[config.mk]
export PLATFORM = sky130hd
export DESIGN_NAME = mbx_own_ctrl
export DESIGN_NICKNAME = d
export VERILOG_FILES = /design/src/rtl/mbx_pkg.sv /design/src/rtl/mbx_owner_tab.sv /design/src/rtl/mbx_reg_store.sv /design/src/rtl/mbx_req_dec.sv /design/src/rtl/mbx_own_ctrl.sv
export SDC_FILE = /design/constraint.sdc
export NUM_CORES = 2
export LEC_CHECK = 0
export BUFFER_PORTS_ARGS = -buffer_cell sky130_fd_sc_hd__buf_2
export CAP_MARGIN = 20
export CORE_MARGIN = 1.5
export CORE_UTILIZATION = 40
export CTS_CLUSTER_SIZE = 12
export DETAILED_ROUTE_END_ITERATION = 8
export PLACE_DENSITY = 0.57
export SLEW_MARGIN = 20
export SYNTH_ARGS = -nofsm -noshare
export SYNTH_HDL_FRONTEND = slang
export SYNTH_MEMORY_MAX_BITS = 65536
export SYNTH_SLANG_ARGS = --single-unit
[constraint.sdc]
create_clock -name clk -period 5.4 [get_ports clk]
set_clock_uncertainty 0.2 [all_clocks]
set_input_delay 0.27 -clock clk [delete_from_list [all_inputs] [get_ports clk]]
set_output_delay 0.27 -clock clk [all_outputs]
set_load 0.01 [all_outputs]
[src/rtl/mbx_pkg.sv]
package mbx_pkg;
  typedef enum logic [1:0] {
    OP_GRAB  = 2'd0,
    OP_DROP  = 2'd1,
    OP_LOAD  = 2'd2,
    OP_STORE = 2'd3
  } mbx_op_e;

  typedef enum logic [1:0] {
    ST_OK    = 2'd0,
    ST_EMPTY = 2'd1,
    ST_HELD  = 2'd2,
    ST_NOBUF = 2'd3
  } mbx_st_e;
endpackage

[src/rtl/mbx_owner_tab.sv]
// Owner tag per buffer, with task lookups and a lowest-free search.
module mbx_owner_tab #(
  parameter int NB = 4,
  parameter int TW = 3,
  localparam int BW = (NB > 1) ? $clog2(NB) : 1
) (
  input  logic          clk,
  input  logic          rst_n,
  input  logic [TW-1:0] q_task,
  input  logic [TW-1:0] x_from,
  input  logic [TW-1:0] x_to,
  input  logic          cap_en,
  input  logic [BW-1:0] cap_buf,
  input  logic [TW-1:0] cap_task,
  input  logic          rel_en,
  input  logic [BW-1:0] rel_buf,
  input  logic          mv_en,
  input  logic [BW-1:0] mv_buf,
  input  logic [TW-1:0] mv_task,
  output logic          q_hit,
  output logic [BW-1:0] q_buf,
  output logic          from_hit,
  output logic [BW-1:0] from_buf,
  output logic          to_hit,
  output logic          free_any,
  output logic [BW-1:0] free_buf,
  output logic [NB-1:0] used_o,
  output logic [NB*TW-1:0] own_flat
);
  logic [NB-1:0] used_q;
  logic [TW-1:0] own_q [NB];

  for (genvar b = 0; b < NB; b++) begin : g_slot
    always_ff @(posedge clk) begin
      if (!rst_n) begin
        used_q[b] <= 1'b0;
        own_q[b]  <= '0;
      end else if (cap_en && cap_buf == BW'(b)) begin
        used_q[b] <= 1'b1;
        own_q[b]  <= cap_task;
      end else if (rel_en && rel_buf == BW'(b)) begin
        used_q[b] <= 1'b0;
      end else if (mv_en && mv_buf == BW'(b)) begin
        own_q[b]  <= mv_task;
      end
    end
    assign own_flat[b*TW +: TW] = own_q[b];
  end

  always_comb begin
    q_hit    = 1'b0;
    q_buf    = '0;
    from_hit = 1'b0;
    from_buf = '0;
    to_hit   = 1'b0;
    for (int b = 0; b < NB; b++) begin
      if (used_q[b] && own_q[b] == q_task) begin
        q_hit = 1'b1;
        q_buf = BW'(b);
      end
      if (used_q[b] && own_q[b] == x_from) begin
        from_hit = 1'b1;
        from_buf = BW'(b);
      end
      if (used_q[b] && own_q[b] == x_to) to_hit = 1'b1;
    end
  end

  // descending scan so that the lowest free index wins
  always_comb begin
    free_buf = '0;
    for (int b = NB - 1; b >= 0; b--) begin
      if (!used_q[b]) free_buf = BW'(b);
    end
  end

  assign free_any = ~&used_q;
  assign used_o   = used_q;
endmodule

[src/rtl/mbx_reg_store.sv]
// Register storage of all buffers, addressed {buffer, index}; reads are registered.
module mbx_reg_store #(
  parameter int DEPTH = 256,
  parameter int DW    = 16,
  localparam int AW   = $clog2(DEPTH)
) (
  input  logic          clk,
  input  logic          rst_n,
  input  logic          we,
  input  logic [AW-1:0] waddr,
  input  logic [DW-1:0] wdata,
  input  logic          re,
  input  logic [AW-1:0] raddr,
  output logic [DW-1:0] rdata
);
  logic [DW-1:0] mem [DEPTH];

  always_ff @(posedge clk) begin
    if (we) mem[waddr] <= wdata;
  end

  always_ff @(posedge clk) begin
    if (!rst_n)  rdata <= '0;
    else if (re) rdata <= mem[raddr];
    else         rdata <= '0;
  end
endmodule

[src/rtl/mbx_req_dec.sv]
// Turns an accepted request and the lookup results into a status and enables.
module mbx_req_dec
  import mbx_pkg::*;
(
  input  logic    take,
  input  mbx_op_e op,
  input  logic    hit,
  input  logic    free_any,
  output mbx_st_e status,
  output logic    cap_en,
  output logic    rel_en,
  output logic    we,
  output logic    re
);
  always_comb begin
    status = ST_OK;
    cap_en = 1'b0;
    rel_en = 1'b0;
    we     = 1'b0;
    re     = 1'b0;
    unique case (op)
      OP_GRAB: begin
        if (hit)            status = ST_HELD;
        else if (!free_any) status = ST_EMPTY;
        else                cap_en = take;
      end
      OP_DROP: begin
        if (hit) rel_en = take;
        else     status = ST_NOBUF;
      end
      OP_LOAD: begin
        if (hit) re = take;
        else     status = ST_NOBUF;
      end
      OP_STORE: begin
        if (hit) we = take;
        else     status = ST_NOBUF;
      end
      default: status = ST_NOBUF;
    endcase
  end
endmodule

[src/rtl/mbx_own_ctrl.sv]
module mbx_own_ctrl
  import mbx_pkg::*;
#(
  parameter int NUM_BUFS = 4,
  parameter int NUM_REGS = 64,   // power of two
  parameter int DATA_W   = 16,
  parameter int TASK_W   = 3,
  localparam int BW = (NUM_BUFS > 1) ? $clog2(NUM_BUFS) : 1,
  localparam int IW = $clog2(NUM_REGS)
) (
  input  logic              clk,
  input  logic              rst_n,
  input  logic              req_valid,
  output logic              req_ready,
  input  logic [1:0]        req_op,
  input  logic [TASK_W-1:0] req_task,
  input  logic [IW-1:0]     req_idx,
  input  logic [DATA_W-1:0] req_wdata,
  output logic              rsp_valid,
  output logic [1:0]        rsp_status,
  output logic [BW-1:0]     rsp_buf,
  output logic [DATA_W-1:0] rsp_rdata,
  input  logic              xfer_valid,
  input  logic [TASK_W-1:0] xfer_from,
  input  logic [TASK_W-1:0] xfer_to,
  output logic              xfer_done,
  output logic              xfer_ok
);
  localparam int DEPTH = NUM_BUFS * NUM_REGS;
  localparam int AW    = $clog2(DEPTH);

  logic            take;
  mbx_op_e         op;
  mbx_st_e         st;
  logic            cap_en, rel_en, we, re, mv_en;
  logic            q_hit, from_hit, to_hit, free_any;
  logic [BW-1:0]   q_buf, from_buf, free_buf, buf_sel;
  logic [NUM_BUFS-1:0]        used_v;
  logic [NUM_BUFS*TASK_W-1:0] own_flat;
  logic [AW-1:0]   addr;

  // a handover owns the cycle; requests wait
  assign req_ready = ~xfer_valid;
  assign take      = req_valid & req_ready;
  assign op        = mbx_op_e'(req_op);
  assign mv_en     = xfer_valid & from_hit & ~to_hit;
  assign addr      = AW'({q_buf, req_idx});
  assign buf_sel   = (op == OP_GRAB) ? free_buf : q_buf;

  mbx_owner_tab #(.NB(NUM_BUFS), .TW(TASK_W)) u_tab (
    .clk(clk), .rst_n(rst_n),
    .q_task(req_task), .x_from(xfer_from), .x_to(xfer_to),
    .cap_en(cap_en), .cap_buf(free_buf), .cap_task(req_task),
    .rel_en(rel_en), .rel_buf(q_buf),
    .mv_en(mv_en), .mv_buf(from_buf), .mv_task(xfer_to),
    .q_hit(q_hit), .q_buf(q_buf),
    .from_hit(from_hit), .from_buf(from_buf), .to_hit(to_hit),
    .free_any(free_any), .free_buf(free_buf),
    .used_o(used_v), .own_flat(own_flat)
  );

  mbx_req_dec u_dec (
    .take(take), .op(op), .hit(q_hit), .free_any(free_any),
    .status(st), .cap_en(cap_en), .rel_en(rel_en), .we(we), .re(re)
  );

  mbx_reg_store #(.DEPTH(DEPTH), .DW(DATA_W)) u_store (
    .clk(clk), .rst_n(rst_n),
    .we(we), .waddr(addr), .wdata(req_wdata),
    .re(re), .raddr(addr), .rdata(rsp_rdata)
  );

  always_ff @(posedge clk) begin
    if (!rst_n) begin
      rsp_valid  <= 1'b0;
      rsp_status <= '0;
      rsp_buf    <= '0;
      xfer_done  <= 1'b0;
      xfer_ok    <= 1'b0;
    end else begin
      rsp_valid  <= take;
      rsp_status <= st;
      rsp_buf    <= buf_sel;
      xfer_done  <= xfer_valid;
      xfer_ok    <= mv_en;
    end
  end
endmodule

==> results.toml <==
[sta]
post-route-min-period_ns = 4.550
period_share = 0.8425
tightestPinTransition_ns = 1.169
slew_headroom = 0.2195
max_freq_mhz = 219.8
finalHoldWorstSlack_ns = 0.08319
finalMaxSlewViolations = 0
finalSetupViolCount = 0
finalHoldViolCount = 0
rsz0062_at_grt = "no"
setup_ws_ns = 0.8505
fin_tns_setup_ns = 0

[setup_path]
startpoint_type = "flip-flop"
reg2reg_slack_ns = 0.85
worst_ep_arrival_time_ns = 4.91
r2r_start = "u_tab.own_q[2][1]"
crit_end = "u_store.mem[192][12]"
required_ns = 5.76
reg2regPathDepth = 7
startpoint = "u_tab.own_q[2][1]"
end_kind = "flip-flop"
reg2reg_to = "u_store.mem[192][12]"
worstSetupPathType = "flip-flop to flip-flop"
crit_fanout = 20

[synth]
ys_seq_area_frac = 0.7771
synth_cells = 7011
ys_seq_elements = 4135
ys_types = 72
yosysTopAreaCell = "edfxtp_1"
yosysMostFrequentCell = "edfxtp_1"
synth_edf_count = 4108
synth.top_cell.area_share = 0.7737
ys_warn_count = 0
synth_flop_cell = "edfxtp_1"
syn_nets = 7048
synthTopCellsByArea = "edfxtp_1 77%, mux4_2 15%, mux2i_1 1.6%"
ys_top_cells_by_count = "4108 x edfxtp_1, 1080 x mux4_2, 264 x nor2_1, 248 x mux2i_1, 188 x nand2_1"
postSynth.asyncResetShare = 0
netlist_area_um2 = 159400
syn_avg_cell_area_um2 = 22.74

[clock_network]
cts_buffers = 419
cts_setup_buffers = 0
htreeDepth = 5
ctsHoldBuffers = 45
clock_sinks = 4135
cts_resized = 0
cts_tree = "built"
clk_latency_ns = 0.99
clock-root-buffer = "clkbuf_16"
cts.path.max_buffers = 4
clk_pin_slew_ns = 0.06

[place]
post-dp-hpwl_mm = 265.9
dpl_cell_area_um2 = 169500
gp_congestion = 0.8572
dp_cells = 12400
port_buffers = 60
pre_cts_ws_ns = 0.7415

[power_and_ir_drop]
vdd_drop_max_mv = 0.3032
power_density_nw_per_um2 = 357.8
leakagePower_nw = 56.67
p_total_mw = 65.31

[hold_path]
hp-start = "req_wdata[4]"
hp-class = "input pin to flip-flop"

[outcome]
outcome = "finished clean"

[finish]
design_area_um2 = 182500
postLayoutCoreUtil = 0.4606
fillers = 32370
fin_nets = 7667
finalNonFillerCells = 13190
layout-drive-gt1-share = 0.2971
area_growth_pct = 14.47

[detailed_routing]
wire_per_inst_um = 33.46
drc_errors = 0
wirelength_mm = 441.4
drtIter0Drc = 10270
drtPass1Iterations = 7
antenna_left = 0
viasPerCell = 5.928
vias = 78210

[global_route]
antenna_found_initial = 26
gr-total-overflow = 0
grt_pass1_wl_mm = 617.1
grt_max_degree = 169
grt_pass1_vias = 77560
track_usage = 0.2175

[floorplan]
core_um2 = 396300
initial_core_util = 0.4024
rows = 231
die_area_um2 = 402400
die_x_um = 634.3
ios = 61
die_h_um = 634.3

[job]
cap_violations = 0
## worst max-delay path, cell delays in order (launching register included)
cell	delay, ns
edfxtp_1	0.45
xnor2_1	0.24
and4_1	0.61
or4_1	0.39
nand4_1	0.21
or3_4	0.62
buf_4	0.37
nor2_2	0.94
## power breakdown
group	switching (mW)	total, mW	internal, mW
sequential	0.00650	35.3	35.3
combinational	2.06	3.21	1.15
clock	12.0	26.8	14.8
total	14.1	65.3	51.2
## sequential cells by signal (all words and copies together) (netlist names)
| signal | cells |
|---|---|
| u_tab.own_q | 12 |
| u_store.mem | 4096 |
| rsp_valid | 1 |
| u_store.rdata | 16 |
| rsp_status | 2 |
| xfer_ok | 1 |
| xfer_done | 1 |
| u_tab.used_o | 4 |
| rsp_buf | 2 |
## worst min-delay path by stage
stage               slack [ns]                 end  cells past startpoint
floorplan                 0.17   u_store.mem[0][0]                      0
global placement          0.35           xfer_done                      3
detailed placement        0.37           xfer_done                      3
CTS                       0.02  u_store.mem[90][4]                      2
global route              0.06  u_store.mem[90][4]                      2
finish                    0.08  u_store.mem[85][4]                      2
## cell usage in the layout (no fill, tap or decap), types with 10 or more instances in the layout
cell and instances:
nor4_2 40, o2111ai_1 16, edfxtp_1 4108, clkbuf_1 139, nor2_2 93, nor2_1 166, buf_8 11, buf_12 53
clkbuf_8 25, nand2_1 186, mux4_2 1080, a22o_1 32, nand4_1 32, mux2i_1 248, a32o_1 11, a21oi_1 34
buf_4 456, nand2b_1 11, inv_6 10, diode_2 16, xnor2_1 36, a211oi_1 25, clkinv_2 31, mux2_2 13
dfxtp_1 27, buf_2 38, o21ai_0 31, nor3_2 20, a211o_1 10, a22oi_1 93, clkinv_16 10, a221oi_1 30
nor3_1 15, nand3_1 47, dlygate4sd3_1 45, clkinv_1 83, o211ai_1 28, clkbuf_16 422, o22ai_1 20
## per-layer routing
| layer | GRT usage | vias to the layer above | share of wire |
|---|---|---|---|
| met4 | 0.05454 | 6 | 0.027 |
| met2 | 0.3365 | 3713 | 0.46 |
| met3 | 0.04253 | 561 | 0.088 |
| met1 | 0.3179 | 42810 | 0.42 |
| met5 | 0 | - | 0.000091 |
| li1 | - | 31120 | - |
## cells by family after synthesis
family,after synthesis,share of synthesized area
and+or+nand+nor,686,0.01963
DFF,4135,0.7771
xor gates and xnor gates,37,0.002032
muxes,1341,0.1690
AOI/OAI and AO/OA,394,0.01854
buffers and inverters,418,0.01365
## layout make-up
type / instances / area, um2 / area share
Clock buffer: 579 / 11330 / 0.06208
Sequential cell: 4135 / 123900 / 0.6789
Tap cell: 5242 / 6559 / 0.03594
Antenna cell: 16 / 40.04 / 0.0002194
Timing Repair Buffer: 612 / 5441 / 0.02981
Multi-Input combinational cell: 2458 / 34110 / 0.1869
Inverter: 4 / 22.52 / 0.0001234
Clock inverter: 148 / 1107 / 0.006067
No activity file was read; power rests on OpenSTA's default activity.
